### src/rtl/dma2d_pkg.sv
package dma2d_pkg;
    localparam int WORD_W     = 32;
    localparam int DESC_WORDS = 6;
    localparam int ROWS_W     = 14;
    localparam int STRIDE_W   = 16;

    localparam int CB_IRQ_EN  = 0;
    localparam int CB_TWO_D   = 1;
    localparam int CB_DST_INC = 4;
    localparam int CB_DST_OFF = 7;
    localparam int CB_SRC_INC = 8;
    localparam int CB_SRC_OFF = 11;

    typedef enum logic [3:0] {
        ST_IDLE, ST_CHAIN, ST_FREQ, ST_FWAIT, ST_SETUP, ST_BEAT,
        ST_RREQ, ST_RWAIT, ST_WRITE, ST_ROW, ST_DONE
    } st_e;

    typedef struct packed {
        logic                irq_en;
        logic                two_d;
        logic                src_inc;
        logic                dst_inc;
        logic                src_off;
        logic                dst_off;
        logic [WORD_W-1:0]   row_bytes;
        logic [ROWS_W-1:0]   rows;
        logic [STRIDE_W-1:0] src_stride;
        logic [STRIDE_W-1:0] dst_stride;
    } cfg_t;
endpackage

### src/rtl/dma2d_decode.sv
module dma2d_decode
    import dma2d_pkg::*;
(
    input  logic [WORD_W-1:0] ctrl_word,
    input  logic [WORD_W-1:0] len_word,
    input  logic [WORD_W-1:0] stride_word,
    output cfg_t              cfg
);
    always_comb begin
        cfg.irq_en  = ctrl_word[CB_IRQ_EN];
        cfg.two_d   = ctrl_word[CB_TWO_D];
        cfg.src_inc = ctrl_word[CB_SRC_INC];
        cfg.dst_inc = ctrl_word[CB_DST_INC];
        cfg.src_off = ctrl_word[CB_SRC_OFF];
        cfg.dst_off = ctrl_word[CB_DST_OFF];
        if (ctrl_word[CB_TWO_D]) begin
            cfg.row_bytes  = {{(WORD_W-16){1'b0}}, len_word[15:2], 2'b00};
            cfg.rows       = len_word[16 +: ROWS_W];
            cfg.src_stride = stride_word[STRIDE_W-1:0];
            cfg.dst_stride = stride_word[WORD_W-1 -: STRIDE_W];
        end else begin
            cfg.row_bytes  = {len_word[WORD_W-1:2], 2'b00};
            cfg.rows       = ROWS_W'(1);
            cfg.src_stride = '0;
            cfg.dst_stride = '0;
        end
    end
endmodule

### src/rtl/dma2d_addr_step.sv
module dma2d_addr_step
    import dma2d_pkg::*;
#(
    parameter int AW = 32
) (
    input  logic [AW-1:0]       addr,
    input  logic                inc_en,
    input  logic [STRIDE_W-1:0] stride,
    output logic [AW-1:0]       beat_next,
    output logic [AW-1:0]       row_next
);
    localparam logic [AW-1:0] WORD_STEP = AW'(WORD_W / 8);

    always_comb begin
        beat_next = inc_en ? addr + WORD_STEP : addr;
        row_next  = addr + {{(AW-STRIDE_W){stride[STRIDE_W-1]}}, stride};
    end
endmodule

### src/rtl/dma2d_len_pack.sv
module dma2d_len_pack
    import dma2d_pkg::*;
(
    input  logic              two_d,
    input  logic [ROWS_W-1:0] rows,
    input  logic [WORD_W-1:0] bytes_left,
    output logic [WORD_W-1:0] packed_len
);
    always_comb begin
        if (two_d)
            packed_len = {{(WORD_W-16-ROWS_W){1'b0}}, rows, bytes_left[15:0]};
        else
            packed_len = bytes_left;
    end
endmodule

### src/rtl/dma2d_chain.sv
module dma2d_chain
    import dma2d_pkg::*;
#(
    parameter int AW = 32
) (
    input  logic              clk,
    input  logic              rst_n,
    input  logic              start,
    input  logic              ptr_wr,
    input  logic [WORD_W-1:0] ptr_wdata,
    input  logic              chan_en,
    input  logic              end_clr,
    input  logic              int_clr,
    output logic              busy,
    output logic              end_flag,
    output logic              irq,
    output logic [AW-1:0]     cur_ptr,
    output logic [AW-1:0]     src_addr,
    output logic [AW-1:0]     dst_addr,
    output logic [WORD_W-1:0] live_len,
    output logic              mem_req_valid,
    input  logic              mem_req_ready,
    output logic              mem_req_write,
    output logic [AW-1:0]     mem_req_addr,
    output logic [WORD_W-1:0] mem_req_wdata,
    input  logic              mem_rsp_valid,
    input  logic [WORD_W-1:0] mem_rsp_rdata
);
    localparam int IDX_W = $clog2(DESC_WORDS);
    localparam logic [IDX_W-1:0] LAST_IDX = IDX_W'(DESC_WORDS - 1);
    localparam logic [WORD_W-1:0] BEAT_BYTES = WORD_W'(WORD_W / 8);

    typedef struct packed {
        st_e               st;
        logic [IDX_W-1:0]  idx;
        logic [AW-1:0]     ptr;
        logic [WORD_W-1:0] ctrl;
        logic [AW-1:0]     src;
        logic [AW-1:0]     dst;
        logic [WORD_W-1:0] len;
        logic [WORD_W-1:0] stride;
        logic [AW-1:0]     nxt;
        logic [WORD_W-1:0] cnt;
        logic [ROWS_W-1:0] rows;
        logic [WORD_W-1:0] data;
        logic              busy;
        logic              endf;
        logic              intf;
    } regs_t;

    regs_t q, d;
    cfg_t  cfg;

    logic [AW-1:0]       a_cur  [2];
    logic                a_inc  [2];
    logic [STRIDE_W-1:0] a_str  [2];
    logic [AW-1:0]       a_beat [2];
    logic [AW-1:0]       a_row  [2];
    logic [WORD_W-1:0]   cnt_after;
    logic [WORD_W-1:0]   len_after;

    dma2d_decode u_dec (
        .ctrl_word   (q.ctrl),
        .len_word    (q.len),
        .stride_word (q.stride),
        .cfg         (cfg)
    );

    // index 0 = source, index 1 = destination
    assign a_cur[0] = q.src;
    assign a_cur[1] = q.dst;
    assign a_inc[0] = cfg.src_inc;
    assign a_inc[1] = cfg.dst_inc;
    assign a_str[0] = cfg.src_stride;
    assign a_str[1] = cfg.dst_stride;

    for (genvar g = 0; g < 2; g++) begin : g_addr
        dma2d_addr_step #(.AW(AW)) u_step (
            .addr      (a_cur[g]),
            .inc_en    (a_inc[g]),
            .stride    (a_str[g]),
            .beat_next (a_beat[g]),
            .row_next  (a_row[g])
        );
    end

    assign cnt_after = q.cnt - BEAT_BYTES;

    dma2d_len_pack u_pack (
        .two_d      (cfg.two_d),
        .rows       (q.rows),
        .bytes_left (cnt_after),
        .packed_len (len_after)
    );

    always_comb begin
        d             = q;
        mem_req_valid = 1'b0;
        mem_req_write = 1'b0;
        mem_req_addr  = '0;
        mem_req_wdata = '0;
        if (end_clr) d.endf = 1'b0;
        if (int_clr) d.intf = 1'b0;
        unique case (q.st)
            ST_IDLE: begin
                if (ptr_wr) d.ptr = ptr_wdata[AW-1:0];
                if (start && chan_en) begin
                    d.st   = ST_CHAIN;
                    d.busy = 1'b1;
                end
            end
            ST_CHAIN: begin
                if (!chan_en || q.ptr == '0) begin
                    d.st   = ST_IDLE;
                    d.busy = 1'b0;
                end else begin
                    d.st  = ST_FREQ;
                    d.idx = '0;
                end
            end
            ST_FREQ: begin
                mem_req_valid = 1'b1;
                mem_req_addr  = q.ptr + {{(AW-IDX_W-2){1'b0}}, q.idx, 2'b00};
                if (mem_req_ready) d.st = ST_FWAIT;
            end
            ST_FWAIT: begin
                if (mem_rsp_valid) begin
                    case (q.idx)
                        IDX_W'(0): d.ctrl   = mem_rsp_rdata;
                        IDX_W'(1): d.src    = mem_rsp_rdata[AW-1:0];
                        IDX_W'(2): d.dst    = mem_rsp_rdata[AW-1:0];
                        IDX_W'(3): d.len    = mem_rsp_rdata;
                        IDX_W'(4): d.stride = mem_rsp_rdata;
                        default:   d.nxt    = mem_rsp_rdata[AW-1:0];
                    endcase
                    if (q.idx == LAST_IDX) begin
                        d.st = ST_SETUP;
                    end else begin
                        d.idx = q.idx + IDX_W'(1);
                        d.st  = ST_FREQ;
                    end
                end
            end
            ST_SETUP: begin
                d.cnt  = cfg.row_bytes;
                d.rows = cfg.rows;
                d.st   = (cfg.rows == '0) ? ST_DONE : ST_BEAT;
            end
            ST_BEAT: begin
                if (q.cnt == '0) begin
                    d.st = ST_ROW;
                end else if (cfg.src_off) begin
                    d.data = '0;
                    d.st   = ST_WRITE;
                end else begin
                    d.st = ST_RREQ;
                end
            end
            ST_RREQ: begin
                mem_req_valid = 1'b1;
                mem_req_addr  = q.src;
                if (mem_req_ready) d.st = ST_RWAIT;
            end
            ST_RWAIT: begin
                if (mem_rsp_valid) begin
                    d.data = mem_rsp_rdata;
                    d.st   = ST_WRITE;
                end
            end
            ST_WRITE: begin
                if (!cfg.dst_off) begin
                    mem_req_valid = 1'b1;
                    mem_req_write = 1'b1;
                    mem_req_addr  = q.dst;
                    mem_req_wdata = q.data;
                end
                if (cfg.dst_off || mem_req_ready) begin
                    d.src = a_beat[0];
                    d.dst = a_beat[1];
                    d.cnt = cnt_after;
                    d.len = len_after;
                    d.st  = ST_BEAT;
                end
            end
            ST_ROW: begin
                if (q.rows != ROWS_W'(1)) begin
                    d.rows = q.rows - ROWS_W'(1);
                    d.src  = a_row[0];
                    d.dst  = a_row[1];
                    d.st   = ST_BEAT;
                end else begin
                    d.st = ST_DONE;
                end
            end
            ST_DONE: begin
                d.endf = 1'b1;
                if (cfg.irq_en) d.intf = 1'b1;
                d.ptr = q.nxt;
                d.st  = ST_CHAIN;
            end
            default: d.st = ST_IDLE;
        endcase
    end

    always_ff @(posedge clk or negedge rst_n) begin
        if (!rst_n) q <= '0;
        else        q <= d;
    end

    assign busy     = q.busy;
    assign end_flag = q.endf;
    assign irq      = q.intf;
    assign cur_ptr  = q.ptr;
    assign src_addr = q.src;
    assign dst_addr = q.dst;
    assign live_len = q.len;

    // no traffic outside a chain walk
    a_r1_idle_quiet: assert property (@(posedge clk) disable iff (!rst_n)
        !busy |-> !mem_req_valid);

    // a stalled request keeps its contents
    a_r12_hold_req: assert property (@(posedge clk) disable iff (!rst_n)
        (mem_req_valid && !mem_req_ready) |=>
        (mem_req_valid && $stable(mem_req_addr) && $stable(mem_req_write)
         && $stable(mem_req_wdata)));

    // read data only arrives while a read is outstanding
    a_r12_single_rsp: assert property (@(posedge clk) disable iff (!rst_n)
        mem_rsp_valid |-> (q.st == ST_FWAIT || q.st == ST_RWAIT));

    // the interrupt line rises only on a descriptor completion
    a_r8_irq_on_done: assert property (@(posedge clk) disable iff (!rst_n)
        $rose(irq) |-> $past(q.st == ST_DONE));

    // the engine stops only on a null pointer or a disabled channel
    a_r9_stop_cause: assert property (@(posedge clk) disable iff (!rst_n)
        $fell(busy) |-> $past(!chan_en || q.ptr == '0));

    // each completed beat takes one word off the count
    a_r7_count_step: assert property (@(posedge clk) disable iff (!rst_n)
        ($past(q.st == ST_WRITE) && q.st == ST_BEAT) |->
        (q.cnt == $past(q.cnt) - BEAT_BYTES));
endmodule

### config.mk
export PLATFORM = sky130hd
export DESIGN_NAME = dma2d_chain
export DESIGN_NICKNAME = d
export VERILOG_FILES = /design/src/rtl/dma2d_pkg.sv /design/src/rtl/dma2d_decode.sv /design/src/rtl/dma2d_addr_step.sv /design/src/rtl/dma2d_len_pack.sv /design/src/rtl/dma2d_chain.sv
export SDC_FILE = /design/constraint.sdc
export NUM_CORES = 1
export LEC_CHECK = 0
export ABC_AREA = 0
export BUFFER_PORTS_ARGS = -buffer_cell sky130_fd_sc_hd__buf_2
export CAP_MARGIN = 5
export CORE_MARGIN = 5
export CORE_UTILIZATION = 62
export CTS_BUF_LIST = sky130_fd_sc_hd__clkbuf_8
export CTS_CLUSTER_DIAMETER = 80
export DETAILED_ROUTE_END_ITERATION = 8
export PLACE_DENSITY_LB_ADDON = 0.2
export REMOVE_ABC_BUFFERS = 1
export SYNTH_ARGS = -nofsm -noshare
export SYNTH_HDL_FRONTEND = slang
export SYNTH_HIERARCHICAL = 1
export SYNTH_SLANG_ARGS = --single-unit
### constraint.sdc
create_clock -name clk -period 4.1 [get_ports clk]
set_clock_uncertainty 0.1 [all_clocks]
set_input_delay 0.205 -clock clk [delete_from_list [all_inputs] [get_ports clk]]
set_output_delay 0.205 -clock clk [all_outputs]
set_load 0.01 [all_outputs]
Yosys cells after proc, flatten, opt, wreduce, memory -nomap -nowiden. Index checks and enable logic that the tools add are counted. Widths: inputs -> output; s select.

Add/sub/neg operators: 8. Equality and inequality tests: 34. Muxes and demuxes: 54. Bitwise gates (word level): 1. Reduce and logical (&&, ||, !) cells: 33.

Operators by type and width (count): $mux 32 (16); $pmux 32 s2 (4); $pmux 64 s3 (1); $mux 160 (1); $mux 96 (1); $pmux 32 s3 (1); $mux 78 (1); $add 32x3->32 const B (2); $add 32x32->32 (2); $logic_not 32->1 (2); $mux 64 (1); $pmux 4 s11 (1); $mux 4 (9); $add 32x5->32 (1); $sub 32x3->32 const B (1); $ne 2x2->1 const B (15); $pmux 14 s2 (1); $reduce_and 6->1 (3); $eq 4x3->1 const B (4); $reduce_bool 2->1 (8); $logic_not 14->1 (1); $mux 14 (1); $ne 14x1->1 const B (1); $sub 14x1->14 const B (1); 26 further kinds (51).

Flip-flop bits (word level): 312. Bits of input ports: 73. Output and inout bits: 197. Word-level logic and storage cells: 145.

Logic depth before layout (Yosys ltp).
Depth after elaboration: 5. Mapped depth: 14. Mapped depth without buffers: 13.

By module. The synthesis kept the hierarchy.

By module, submodules not included: dma2d_chain (instances 1, cells each 1769, area an instance 17885.9 µm², seq. area each 7807.5 µm²); dma2d_addr_step (instances 2, cells each 342, area an instance 2317.2 µm², seq. area each 0.0 µm²); dma2d_decode (instances 1, cells each 91, area an instance 588.1 µm², seq. area each 0.0 µm²); dma2d_len_pack (instances 1, cells each 34, area an instance 356.6 µm², seq. area each 0.0 µm²).

Worst setup path after synthesis. No wires, ideal clock.

Path type: register to register. Start: register q[242] (netlist bit). End: register q, in the netlist dst_addr[26]. Library setup time: 0.125 ns. Data arrival time: 3.171 ns. Data required time: 3.875 ns. Setup slack: 0.705 ns. Cell stages (with the launch flop): 15. Path buffers: 2. Clock period less this slack: 3.395 ns. Cell sequence: dfrtp_1 clkbuf_2 and2_1 ha_1 clkbuf_1 o211ai_1 nand2_1 a31o_2 a221oi_1 o31ai_2 a21oi_1 xnor2_1 mux2i_1 a21oi_1 mux2_2.

RTL lines: start: declaration (line dma2d_chain.sv:51) `regs_t q, d;`; start signal: assignment (line dma2d_chain.sv:206) `if (!rst_n) q <= '0;`; start signal: assignment (line dma2d_chain.sv:207) `else q <= d;`.

Final worst setup path.
Start: register q[309] (netlist bit). End: output port mem_req_addr[12].

Longest elaborated chain between the ends: 2. Elaborated cells on any way between the ends: 4. Classes of those cells: 3 x eq/ne; 1 x mux.

Ends and longest elaborated chain: $eq 4x4->1, or another cell as far along (line dma2d_chain.sv:104) `unique case (q.st)`; $pmux 32 s3 (*) (line dma2d_chain.sv:104); end: declaration (line dma2d_chain.sv:24) `output logic [AW-1:0] mem_req_addr,`.

Every way passes the cells marked *; elsewhere a longest branch is shown, timed or not.

==> impl_metrics.tcl <==
set metrics [dict create \
    hpwl_um 56400 \
    r2r_start "q[242]" \
    holdCritPathClass "input pin to asynchronous set/reset pin" \
    critical_path.top_delay_family "simple AND/OR/NAND/NOR gates" \
    p_per_area_nw_per_um2 629 \
    grt_pass1_vias 20500 \
    netlist_area_um2 22500 \
    worstRegToRegCells 13 \
    crit_required_ps 3800 \
    crit_buf_inv 2 \
    critical_path.cell_chain "buf_4 -> nand3_1 -> o21ai_0 -> buf_2" \
    grt_pass1_wl_um 120000 \
    p_leak_nw 11.4 \
    total_power_mw 15.7 \
    drive_gt1_frac 0.232 \
    grt_max_degree 124 \
    clk_path_buf_depth 3 \
    cp-startpoint "q[309]" \
    grt_overflow 0 \
    clock.fmax_mhz 266 \
    cts_buffers 52 \
    track_usage 0.374 \
    critical_path.slowest_cell "nand3_1" \
    portBuffers 269 \
    coreArea_um2 35700 \
    critPathKind "flop to output pin" \
    dr.pass1.iters 6 \
    syn_area_per_cell_um2 8.92 \
    start_util 0.630 \
    worst_pin_slew_ps 1170 \
    r2r_end "src_addr[18]" \
    status "completed" \
    drc 0 \
    clock_sinks 286 \
    setup_viol 0 \
    post_cts_buffers 0 \
    area_delta_synth_final_pct 10.6 \
    routabilityCongestion 1.04 \
    rsz0062_at_grt "false" \
    r2r_slack_ps 380 \
    cp-start-kind "flop" \
    clk_latency_ps 630 \
    clkSlewWorstSetupHoldPaths_ps 60 \
    final_common_cell "dfrtp_1" \
    hold_violations 0 \
    period_needed_ps 3750 \
    post_drt_wl_per_cell_um 24.9 \
    worstPathArrival_ps 3450 \
    synthCells 2525 \
    num_rows 69 \
    ir_drop_mv 0.422 \
    yosys_warnings 6 \
    cts_tree "built" \
    die_y_um 201 \
    wirelength_um 78500 \
    vias 20800 \
    hold_ws_ps 67.9 \
    fin_crit_sh 0.915 \
    die_width_um 201 \
    pin_count 270 \
    cts_root_buffer "clkbuf_8" \
    postRouteAntennaNets 0 \
    dieArea_um2 40200 \
    end_kind "output pin" \
    final_cell_mix "dfrtp_1 (284), buf_2 (267), nand2_1 (222), a21oi_1 (204), mux2_2 (177)" \
    fin_nets 2806 \
    crit_end "mem_req_addr[12]" \
    cts_max_level 2 \
    drv_slew 0 \
    viasPerCell 6.58 \
    maxCapViolCount 0 \
    relSlewSlack 0.220 \
    final_area_um2 24900 \
    antenna_found_initial 1 \
    cp.depth 4 \
    path_max_fanout 23 \
    drt_iter0_markers 2053 \
    critPathMaxStageDelay_ps 890 \
    dpl-instance-area_um2 23100 \
]
flip-flops by register name (all words and copies together) (netlist names):
name,flops
irq,1
cur_ptr,32
dst_addr,32
end_flag,1
src_addr,32
live_len,32
busy,1
q,155
timing repair:
| action | CTS | global route |
|---|---|---|
| hold buffers | 70 | 0 |
| resized for setup | 0 | 3 |
| hold endpoints to repair | 229 | 0 |
| setup endpoints to repair | 0 | 5 |
cell type report:
type                    instances  area [µm²]
well taps                     461         577
clock inverters                24         118
clock buffers                  70         963
repair buffers                396        2560
inverters                      33         124
diodes                          1        2.50
flip-flops and latches        286        7160
multi-input cells            1885       13400
fillers                      2889       10800
worst min-delay path by stage:
stage	startpoint	endpoint	slack [ps]	depth (start not counted)
global route	mem_rsp_rdata[20]	q[133]	50	2
global placement	rst_n	q[15]	160	1
detailed placement	rst_n	q[15]	180	1
finish	rst_n	q[15]	70	2
floorplan	rst_n	busy	-190	0
CTS	mem_rsp_rdata[20]	q[133]	4	2
routing by layer:
metal  GRT usage  vias up  routed length [µm]
li1            -     9274                   -
met1       0.483    10200               30900
met2       0.616     1097               37100
met3      0.0740      204                7150
met4       0.160        0                3350
met5           0        -                   0
report_power, final:
| group | switching, mW | internal (mW) | leakage (nW) |
|---|---|---|---|
| clock | 1.30 | 1.52 | 0.614 |
| combinational | 3.88 | 3.24 | 7.14 |
| sequential | 1.81 | 3.93 | 3.68 |
| total | 6.99 | 8.69 | 11.4 |
metrics by stage:
step / TNS, ps / utilization / worst slack, ps / std cells
floorplan: -763760 / - / -4820 / 2204
global placement: 0 / 0.647 / 327 / 2991
detailed placement: 0 / 0.647 / 258 / 2991
CTS: 0 / 0.696 / 209 / 3155
global route: 0 / 0.697 / 52.9 / 3155
finish: 0 / 0.697 / 347 / 3156
(Power assumes the default switching activity.)
